==> src/rtl/trap_ret_pkg.sv <==
// Package: shared encodings and the state bundle used by the trap return unit.
// Assumes the privilege encoding U=0, S=1, M=3 (2 is reserved and treated numerically).
package trap_ret_pkg;

    localparam int CAUSE_W = 5;

    typedef enum logic [1:0] {
        PRIV_U = 2'd0,
        PRIV_S = 2'd1,
        PRIV_R = 2'd2,
        PRIV_M = 2'd3
    } priv_e;

    localparam logic [CAUSE_W-1:0] CAUSE_FETCH_MISALIGN = 5'd0;
    localparam logic [CAUSE_W-1:0] CAUSE_ILLEGAL        = 5'd2;
    localparam logic [CAUSE_W-1:0] CAUSE_VIRT_INSN      = 5'd22;

    // Architectural state touched by a trap return.
    typedef struct packed {
        logic [1:0] priv;
        logic       virt;
        logic       m_ie;
        logic       s_ie;
        logic       m_pie;
        logic       s_pie;
        logic [1:0] m_pp;
        logic       s_pp;
        logic       m_pv;
        logic       s_pv;
    } ret_state_t;

endpackage

==> src/rtl/trap_ret_check.sv <==
// Module: legality checker for trap returns.
// Evaluates the trap conditions in priority order: privilege too low,
// misaligned return PC, supervisor-return lock, virtual supervisor-return lock.
// Purely combinational; assumes the inputs are stable for the request cycle.
module trap_ret_check
    import trap_ret_pkg::*;
(
    input  logic               is_mret,
    input  logic [1:0]         priv,
    input  logic               virt,
    input  logic               has_c,
    input  logic               has_hyp,
    input  logic               sret_lock,
    input  logic               virt_sret_lock,
    input  logic [1:0]         pc_low,
    output logic               raise,
    output logic [CAUSE_W-1:0] cause
);

    logic misaligned;
    logic low_priv;

    // Alignment is only enforced when compressed instructions are absent.
    assign misaligned = !has_c && (pc_low != 2'b00);

    // Minimum privilege depends on the return kind.
    assign low_priv = is_mret ? (priv != PRIV_M) : (priv < PRIV_S);

    // Priority selection of the first true trap condition.
    always_comb begin
        raise = 1'b0;
        cause = CAUSE_FETCH_MISALIGN;
        if (low_priv) begin
            raise = 1'b1;
            cause = CAUSE_ILLEGAL;
        end else if (misaligned) begin
            raise = 1'b1;
            cause = CAUSE_FETCH_MISALIGN;
        end else if (!is_mret && sret_lock && (priv != PRIV_M)) begin
            raise = 1'b1;
            cause = CAUSE_ILLEGAL;
        end else if (!is_mret && has_hyp && virt && virt_sret_lock) begin
            raise = 1'b1;
            cause = CAUSE_VIRT_INSN;
        end
    end

endmodule

==> src/rtl/trap_ret_unwind.sv <==
// Module: state unwinding for a legal trap return.
// Produces the post-return state and the bank-swap request; assumes the
// caller discards the result when the legality checker raises a trap.
module trap_ret_unwind
    import trap_ret_pkg::*;
(
    input  logic       is_mret,
    input  logic       has_hyp,
    input  ret_state_t cur,
    output ret_state_t nxt,
    output logic       swap
);

    // Compute the unwound interrupt-enable stack and restored modes.
    always_comb begin
        nxt  = cur;
        swap = 1'b0;
        if (is_mret) begin
            nxt.priv  = cur.m_pp;
            nxt.m_ie  = cur.m_pie;
            nxt.m_pie = 1'b1;
            nxt.m_pp  = PRIV_U;
            nxt.m_pv  = 1'b0;
            if (has_hyp) begin
                nxt.virt = cur.m_pv;
                swap     = cur.m_pv;
            end
        end else begin
            nxt.priv  = cur.s_pp ? PRIV_S : PRIV_U;
            nxt.s_ie  = cur.s_pie;
            nxt.s_pie = 1'b1;
            nxt.s_pp  = 1'b0;
            if (has_hyp && !cur.virt) begin
                nxt.virt = cur.s_pv;
                nxt.s_pv = 1'b0;
                swap     = cur.s_pv;
            end
        end
    end

endmodule

==> src/rtl/trap_ret_unit.sv <==
// Module: privileged trap return unit (top).
// Accepts a machine or supervisor return request, checks legality, unwinds
// the status stack and registers the result one cycle after the request.
// Assumes the caller writes the new state back only when rsp_valid is high.
module trap_ret_unit
    import trap_ret_pkg::*;
#(
    parameter int XLEN = 32
) (
    input  logic               clk,
    input  logic               rst_n,
    input  logic               req_valid,
    input  logic               req_is_mret,
    input  logic [1:0]         cur_priv,
    input  logic               cur_virt,
    input  logic               has_compressed,
    input  logic               has_hyp,
    input  logic               m_ie_i,
    input  logic               s_ie_i,
    input  logic               m_prev_ie_i,
    input  logic               s_prev_ie_i,
    input  logic [1:0]         m_prev_priv_i,
    input  logic               s_prev_priv_i,
    input  logic               m_prev_virt_i,
    input  logic               s_prev_virt_i,
    input  logic               sret_trap_en_i,
    input  logic               virt_sret_trap_en_i,
    input  logic [XLEN-1:0]    m_ret_pc_i,
    input  logic [XLEN-1:0]    s_ret_pc_i,
    output logic               rsp_valid,
    output logic               rsp_trap,
    output logic [CAUSE_W-1:0] rsp_cause,
    output logic [XLEN-1:0]    redirect_pc,
    output logic [1:0]         new_priv,
    output logic               new_virt,
    output logic               m_ie_o,
    output logic               s_ie_o,
    output logic               m_prev_ie_o,
    output logic               s_prev_ie_o,
    output logic [1:0]         m_prev_priv_o,
    output logic               s_prev_priv_o,
    output logic               m_prev_virt_o,
    output logic               s_prev_virt_o,
    output logic               bank_swap
);

    ret_state_t         cur_state;
    ret_state_t         unwound;
    ret_state_t         state_q;
    logic [XLEN-1:0]    ret_pc;
    logic               raise;
    logic [CAUSE_W-1:0] cause;
    logic               swap_req;

    // Gather the incoming state into one bundle.
    assign cur_state = '{priv: cur_priv, virt: cur_virt,
                         m_ie: m_ie_i, s_ie: s_ie_i,
                         m_pie: m_prev_ie_i, s_pie: s_prev_ie_i,
                         m_pp: m_prev_priv_i, s_pp: s_prev_priv_i,
                         m_pv: m_prev_virt_i, s_pv: s_prev_virt_i};

    // Select the saved PC for the requested return level.
    assign ret_pc = req_is_mret ? m_ret_pc_i : s_ret_pc_i;

    trap_ret_check u_check (
        .is_mret        (req_is_mret),
        .priv           (cur_priv),
        .virt           (cur_virt),
        .has_c          (has_compressed),
        .has_hyp        (has_hyp),
        .sret_lock      (sret_trap_en_i),
        .virt_sret_lock (virt_sret_trap_en_i),
        .pc_low         (ret_pc[1:0]),
        .raise          (raise),
        .cause          (cause)
    );

    trap_ret_unwind u_unwind (
        .is_mret (req_is_mret),
        .has_hyp (has_hyp),
        .cur     (cur_state),
        .nxt     (unwound),
        .swap    (swap_req)
    );

    // Register the response; a trap keeps the incoming state unchanged.
    always_ff @(posedge clk) begin
        if (!rst_n) begin
            rsp_valid   <= 1'b0;
            rsp_trap    <= 1'b0;
            rsp_cause   <= '0;
            redirect_pc <= '0;
            state_q     <= '0;
            bank_swap   <= 1'b0;
        end else begin
            rsp_valid <= req_valid;
            bank_swap <= req_valid && !raise && swap_req;
            if (req_valid) begin
                rsp_trap    <= raise;
                rsp_cause   <= raise ? cause : '0;
                redirect_pc <= raise ? '0 : ret_pc;
                state_q     <= raise ? cur_state : unwound;
            end
        end
    end

    // Unpack the registered state onto the output ports.
    assign new_priv      = state_q.priv;
    assign new_virt      = state_q.virt;
    assign m_ie_o        = state_q.m_ie;
    assign s_ie_o        = state_q.s_ie;
    assign m_prev_ie_o   = state_q.m_pie;
    assign s_prev_ie_o   = state_q.s_pie;
    assign m_prev_priv_o = state_q.m_pp;
    assign s_prev_priv_o = state_q.s_pp;
    assign m_prev_virt_o = state_q.m_pv;
    assign s_prev_virt_o = state_q.s_pv;

endmodule

==> config.mk <==
export PLATFORM = sky130hd
export DESIGN_NAME = trap_ret_unit
export DESIGN_NICKNAME = d
export VERILOG_FILES = /design/src/rtl/trap_ret_pkg.sv /design/src/rtl/trap_ret_check.sv /design/src/rtl/trap_ret_unwind.sv /design/src/rtl/trap_ret_unit.sv
export SDC_FILE = /design/constraint.sdc
export NUM_CORES = 1
export LEC_CHECK = 0
export ABC_AREA = 1
export BUFFER_PORTS_ARGS = -buffer_cell sky130_fd_sc_hd__buf_2
export CAP_MARGIN = 0
export CORE_MARGIN = 2
export CORE_UTILIZATION = 44
export DETAILED_ROUTE_END_ITERATION = 10
export GPL_TIMING_DRIVEN = 1
export PLACE_DENSITY = 0.76
export SYNTH_ARGS = -nofsm -noshare
export SYNTH_HDL_FRONTEND = slang
export SYNTH_SLANG_ARGS = --single-unit
export TNS_END_PERCENT = 5
==> constraint.sdc <==
create_clock -name clk -period 1.3 [get_ports clk]
set_input_delay 0.13 -clock clk [delete_from_list [all_inputs] [get_ports clk]]
set_output_delay 0.13 -clock clk [all_outputs]
set_load 0.05 [all_outputs]
Word level (Yosys, flattened, before mapping)
Cells that the tools add are included.
{"block": "classes", "addsub": 0, "multipliers": 0, "div_mod_pow": 0, "order_cmp": 1, "eq_ne": 1, "shifts": 0, "mux": 29, "n_bitwise": 0, "n_reduce_logical": 14}
{"cell": "two-way mux 32 bit", "count": 2}
{"cell": "two-way mux 5 bit", "count": 5}
{"cell": "two-way mux 1 bit", "count": 19}
{"cell": "two-way mux 12 bit", "count": 1}
{"cell": "logical AND 1 bit", "count": 9}
{"cell": "zero test 1 bit", "count": 4}
{"cell": "two-way mux 3 bit", "count": 1}
{"cell": "< comparator 2 x 1 -> 1 bit, second input constant", "count": 1}
{"cell": "two-way mux 2 bit", "count": 1}
{"cell": "!= test 2 bit, second input constant", "count": 1}
{"cell": "nonzero test 2 bit", "count": 1}
{"block": "word_totals", "ff_bits": 52, "latch_bits": 0, "mem_bits_rw": 0, "romBits": 0, "inputBits": 84, "out_inout_bits": 52, "mem_count": 0}

Logic depth before layout (Yosys ltp)
Gate-level depths: netlist of run 1.
{"block": "depth", "word_depth": 11, "mapped_depth": 10, "ltp_nobuf": 10}

Modules after synthesis
From an unflattened synthesis of run 1, not the netlist that was laid out.
{"block": "unflattened", "hier_cells": 458, "area_unflattened_um2": 2847.7}
{"module": "trap_ret_unit", "n_inst": 1, "cells_per_inst": 398, "area_per_inst_um2": 2565.0, "seq_area_each_um2": 1041.0}
{"module": "trap_ret_unwind", "n_inst": 1, "cells_per_inst": 30, "area_per_inst_um2": 146.4, "seq_area_each_um2": 0.0}
{"module": "trap_ret_check", "n_inst": 1, "cells_per_inst": 30, "area_per_inst_um2": 136.4, "seq_area_each_um2": 0.0}

Least setup slack after synthesis of run 1
OpenSTA, ideal clock, no wires.
{"block": "synth_timing", "kind": "input-to-reg", "from": "input port req_valid", "to": "register state_q, in the netlist new_priv[1]", "setup_time_ns": 0.057, "t_arrival_ns": 1.094, "t_required_ns": 1.243, "slack_ns": 0.149, "stages": 8, "path_buffers": 3, "cell_sequence": "clkbuf_1 -> inv_2 -> buf_2 -> buf_1 -> nand2_1 -> nand3_1 -> nand2_1 -> inv_1"}
{"element": "start, declared", "line_no": "trap_ret_unit.sv:12", "rtl": "input logic req_valid,"}
{"element": "end signal, assigned", "line_no": "trap_ret_unit.sv:102", "rtl": "state_q <= raise ? cur_state : unwound;"}
{"element": "end, declared", "line_no": "trap_ret_unit.sv:49", "rtl": "ret_state_t state_q;"}

==> impl_metrics.tcl, run 1 <==
set metrics [dict create \
    routed_wl_um 6510 \
    postCtsResizedCells 0 \
    min_period_ns 1.07 \
    slowest_delay_ns 0.36 \
    dieWidth_um 77.6 \
    final_hold_viol_count 0 \
    cts-root-buf "clkbuf_8" \
    fin_area_mm2 0.00327 \
    cts_hold_buffers 0 \
    finalSetupViolCount 0 \
    crit_slowest_cell "dfxtp_1" \
    p_comb_share_pct 24.2 \
    grt_pass1_wl_um 10400 \
    maxCapViolCount 0 \
    place_area_mm2 0.00317 \
    dr.first_iter.drc_count 162 \
    antenna_found_initial 0 \
    vias_per_cell 4.78 \
    crit_buf_inv 1 \
    clock-sinks 49 \
    p_int_mw 2.40 \
    grt_max_degree 24 \
    ys_warn_count 0 \
    drcViolationCount 0 \
    status "finished, final reports clean" \
    path_class "reg -> out" \
    firstDrtPassIters 4 \
    clock_latency_ns 0.30 \
    path_clk_slew_ns 0.08 \
    reg2reg_depth 5 \
    clockBufferDepth 2 \
    grt_overflow 0 \
    dpl.hpwl_um 5050 \
    yosysSeqAreaShare_pct 41.1 \
    routedWlPerCell_um 11.5 \
    cts_buffers 5 \
    power.share.switching_pct 30.9 \
    final.setup_skew_ns 0 \
    holdCritPathClass "in -> reg" \
    vias 2701 \
    placementRows 26 \
    grt_util_all_layers_pct 21.3 \
    power.leakage_nw 1.85 \
    power_switching_mw 1.07 \
    grt_pass1_vias 2345 \
    place.gp.congestion 0.952 \
    area_growth_pct 37.1 \
    ys_seq_elements 49 \
    cellPowerDensity_mw_per_mm2 1060 \
    io_buffers 133 \
    netlist_instances 362 \
    critical_path.cell_chain "buf_2" \
    cts_htree_levels 2 \
    die_h_um 77.6 \
    cp_num_cells 1 \
    fin_crit_sh_pct 82.1 \
    pwr-share-clk_pct 29.9 \
    core_area_mm2 0.00517 \
    syn_area_mm2 0.00239 \
    power_frac_seq_pct 45.9 \
    end_kind "output port" \
    cts_tree "yes" \
    cp_top_family "flip-flops" \
    die_area_mm2 0.00603 \
    slew_viol_final 0 \
    cp_data_arrival_time_ns 0.94 \
    rsz0062_at_grt "no" \
    final_net_count 579 \
    critPathMaxFanout 3 \
    fmax_mhz 937 \
    crit_required_ns 1.17 \
    boundaryPins 136 \
    final_antenna_net_count 0 \
    crit_path_start_kind "register" \
    whs_ns 0.0928 \
    peakVddDrop_mv 0.601 \
    p_total_mw 3.48 \
    ys_types 24 \
    cts_setup_buffers 0 \
    diodes 0 \
    hold_depth 3 \
    start_util_pct 46.1 \
    synth.avg_cell_area_um2 6.59 \
    drive_above_1_share_pct 32.9 \
]
==> path summary, 6_finish.rpt <==
path | slack (ns) | start | to
worst max-delay path | 0.23 | rsp_cause[2] | rsp_cause[4]
worst min-delay path | 0.09 | m_prev_priv_i[0] | m_prev_priv_o[0]
worst max register to register | 0.50 | s_prev_virt_o | s_prev_virt_o
worst min register to register | 0.46 | redirect_pc[8] | redirect_pc[8]
==> cell usage in the layout, fill, tap and decap left out <==
cell type / count
nor2_8: 1
nand4_1: 6
inv_1: 19
buf_4: 14
a21oi_1: 28
nand3_2: 1
clkinv_2: 1
nand2_1: 168
nor3_1: 2
nor2_1: 7
bufinv_16: 1
nand2_4: 1
mux2i_1: 7
nor2_4: 1
a21o_1: 2
buf_12: 2
inv_2: 2
conb_1: 2
dfxtp_1: 49
nand2_2: 1
buf_2: 133
nand3_1: 28
o211ai_1: 1
clkbuf_8: 5
o21ai_0: 13
==> state kept, by name, summed over array words and instances (netlist names), 2 cells and up <==
| register | cells |
|---|---|
| m_prev_priv_o | 2 |
| rsp_cause | 2 |
| redirect_pc | 32 |
| new_priv | 2 |
==> kinds of logic (layout without fill, tap and decap cells) <==
family / count (synthesis) / in the layout / share of synthesized area (%)
mux: 7 / 7 / 2.94
flops: 49 / 49 / 41.1
other cells: 1 / 2 / 0.157
simple gates: 216 / 216 / 37.9
buf+inv: 45 / 177 / 8.39
compound gates: 44 / 44 / 9.54
==> cells in the mapped netlist <==
cell	number	share of area (%)
nand2_1	168	26
dfxtp_1	49	41
a21oi_1	28	5.9
nand3_1	28	5.9
inv_1	19	3.0
o21ai_0	13	2.7
clkbuf_1	10	1.6
mux2i_1	7	2.9
nor2_1	7	1.1
nand4_1	6	1.6
buf_1	5	0.79
buf_2	4	0.84
buf_4	3	0.94
a21o_1	2	0.63
buf_6	2	0.94
inv_2	2	0.31
nor3_1	2	0.42
conb_1	1	0.16
nand2_2	1	0.26
nand2_4	1	0.47
nand3_2	1	0.42
nor2_4	1	0.47
nor2_8	1	0.84
o211ai_1	1	0.31
==> power by group through the flow <==
stage	logic [mW]	registers [mW]	clock network (mW)
detailed placement	0.841	1.63	0
global route	0.917	1.60	1.13
global placement	0.836	1.63	0
finish	0.841	1.60	1.04
floorplan	0.329	1.85	0
CTS	0.844	1.60	1.08
==> cell type report <==
type	count	area [um^2]
clock inverter	2	35.0
fill	484	1900
inverter	21	78.8
sequential	49	981
clock buffer	5	68.8
multi-input combinational	269	1210
tap	70	87.6
timing repair buffer	149	811
==> metrics by stage <==
| stage | instances | setup TNS (ns) | utilization (%) | worst slack [ns] |
|---|---|---|---|---|
| global route | 565 | 0 | 63.2 | 0.104 |
| floorplan | 363 | 0 | - | 0.149 |
| CTS | 565 | 0 | 63.2 | 0.219 |
| detailed placement | 558 | -0.899 | 61.2 | -0.0548 |
| finish | 565 | 0 | 63.2 | 0.233 |
| global placement | 558 | 0 | 61.2 | 0.00653 |
==> metal layers <==
| metal | vias up | global-route usage (%) | part of all wire, % |
|---|---|---|---|
| met5 | - | 0 | 0 |
| met3 | 10 | 5.23 | 8.1 |
| met4 | 0 | 7.32 | 1.4 |
| met2 | 105 | 36.3 | 48 |
| met1 | 1179 | 26.0 | 42 |
| li1 | 1407 | - | - |
Power figures use the tool's default switching activity.
==> run 2, diff against run 1 <==
clock period = 1 ns   (was 1.3 ns; I/O delays follow)
==> run 2 against run 1 <==
  * The flow now finishes with violations (negative setup slack)
  * Non-clock buffer count up 15
  * Design area up 14%
  * Count of clock-buffer cells in the layout up 2
  * Critical path type is now in -> reg
  * Largest cell class unchanged
  * Highest routed layer unchanged
==> impl_metrics.tcl, run 2 (synthesis results as in run 1) <==
set metrics [dict create \
    path_class "in -> reg" \
    grt_util_all_layers_pct 22.5 \
    p_total_mw 4.86 \
    finalSetupViolCount 5 \
    antenna_found_initial 0 \
    violations "negative setup slack" \
    routedWlPerCell_um 13.1 \
    cp_data_arrival_time_ns 1.25 \
    placementRows 26 \
    fin_util_pct 72.4 \
    use_met1_pct 26.0 \
    grt_pass1_wl_um 11200 \
    cts_tree "yes" \
    layout_commonest_cell "nand2_1" \
    routed_wl_um 7630 \
    critPathMaxFanout 7 \
    die_h_um 77.6 \
    area_growth_pct 56.9 \
    reg2reg_depth 5 \
    core_area_mm2 0.00517 \
    final.setup_skew_ns 0 \
    diodes 0 \
    r2r-start "s_prev_virt_o" \
    grtUsageMet2_pct 39.8 \
    final_antenna_net_count 0 \
    cellPowerDensity_mw_per_mm2 1300 \
    fin_crit_sh_pct 101 \
    clock-sinks 49 \
    use_met3_pct 5.35 \
    crit_path_start_kind "primary input" \
    fin_cells 581 \
    regToRegEndpoint "s_prev_virt_o" \
    clock_latency_ns 0.30 \
    holdCritPathClass "in -> reg" \
    dp.cells 566 \
    cts_hold_buffers 0 \
    io_buffers 133 \
    boundaryPins 136 \
    cts-root-buf "clkbuf_8" \
    drcViolationCount 0 \
    power.leakage_nw 1.99 \
    grt_overflow 0 \
    hold_depth 3 \
    largest_reg_flops 32 \
    peakVddDrop_mv 0.880 \
    rsz0062_at_grt "yes" \
    crit_required_ns 1.24 \
    mostFrequentLayoutCells "nand2_1, buf_2, buf_4" \
    place.gp.congestion 0.873 \
    min_period_ns 1.01 \
    crit_end "redirect_pc[14]" \
    cts_htree_levels 2 \
    grt_max_degree 29 \
    final_hold_viol_count 0 \
    path_clk_slew_ns 0.09 \
    clockBufferDepth 2 \
    vias_per_cell 4.97 \
    end_kind "register" \
    busiest_layer "met2" \
    grt_pass1_vias 2564 \
    vias 2890 \
    firstDrtPassIters 4 \
    slew_viol_final 0 \
    start_util_pct 46.1 \
    dieWidth_um 77.6 \
    die_area_mm2 0.00603 \
    fmax_mhz 994 \
    dpl.hpwl_um 5310 \
    top_register "redirect_pc" \
    final_net_count 594 \
    cts_buffers 5 \
    status "finished, violations left" \
    setup_ws_ns -0.00566 \
    maxCapViolCount 0 \
    fillCellCount 434 \
    rrSetupSlack_ns 0.15 \
    critical_path.startpoint "has_hyp" \
    dr.first_iter.drc_count 151 \
    drive_above_1_share_pct 40.9 \
]
## run 2: changes by cell type in the layout (fill, tap and decap cells not counted), moves of 11 or more
cell / previous run / this run
a21oi_1: 28 / 17
a21oi_2: 0 / 11
buf_4: 14 / 69
nand2_2: 1 / 12
nand2_1: 168 / 152
buf_2: 133 / 77
## run 2: report_power, final
group          total [mW]  switching (mW)  internal (mW)
Sequential           2.08          0.0452           2.03
Clock                1.46           0.648          0.816
Combinational        1.32           0.811          0.510
Total                4.86            1.50           3.36
## run 2: metrics by stage
step / TNS [ns] / cell area, um^2 / hold WS, ns / setup WS, ns
final: -0.0181 / 3740 / 0.0709 / -0.00566
after global routing: -1.43 / 3740 / 0.0774 / -0.0696
after CTS: -0.0904 / 3490 / 0.0586 / -0.0452
after detailed placement: -10.52 / 3270 / 0.369 / -0.290
after global placement: -8.04 / 3270 / 0.373 / -0.218
after floorplan: -1.65 / 2430 / 0.231 / -0.0822
## run 2: repair_timing
action                     4_1_cts  5_1_grt
resized for setup               39       57
buffers inserted                 0        4
setup endpoints to repair       41       46
gates cloned                     0        3
pin swaps                        0       15
## run 2: layout make-up
type | count | area [um^2] | share of cell area [%]
multi-input combinational | 269 | 1330 | 35.5
timing repair buffer | 164 | 1140 | 30.4
sequential | 49 | 981 | 26.2
inverter | 21 | 91.3 | 2.44
tap | 70 | 87.6 | 2.34
clock buffer | 7 | 86.3 | 2.31
clock inverter | 1 | 30.0 | 0.802
## run 2: worst min-delay path by stage
stage	from	endpoint
after floorplan	m_prev_priv_i[0]	m_prev_priv_o[0]
after global placement	m_prev_virt_i	m_prev_virt_o
after detailed placement	m_prev_virt_i	m_prev_virt_o
after CTS	m_prev_virt_i	m_prev_virt_o
after global routing	m_prev_virt_i	m_prev_virt_o
final	m_prev_virt_i	m_prev_virt_o
## run 2: routing by layer
metal,vias up,wire (um)
met4,0,158
met1,1312,3060
li1,1439,-
met5,-,0
met2,125,3850
met3,14,560
## run 2: worst max-delay path, cell delays in order
cell and delay [ns]:
buf_6 0.10, inv_4 0.05, nor2_2 0.04, nand2_4 0.08, nand2_4 0.06, nor2_4 0.14, nand2_4 0.09, nor2_8 0.21
clkbuf_16 0.20, nand2_2 0.05, a21oi_2 0.12
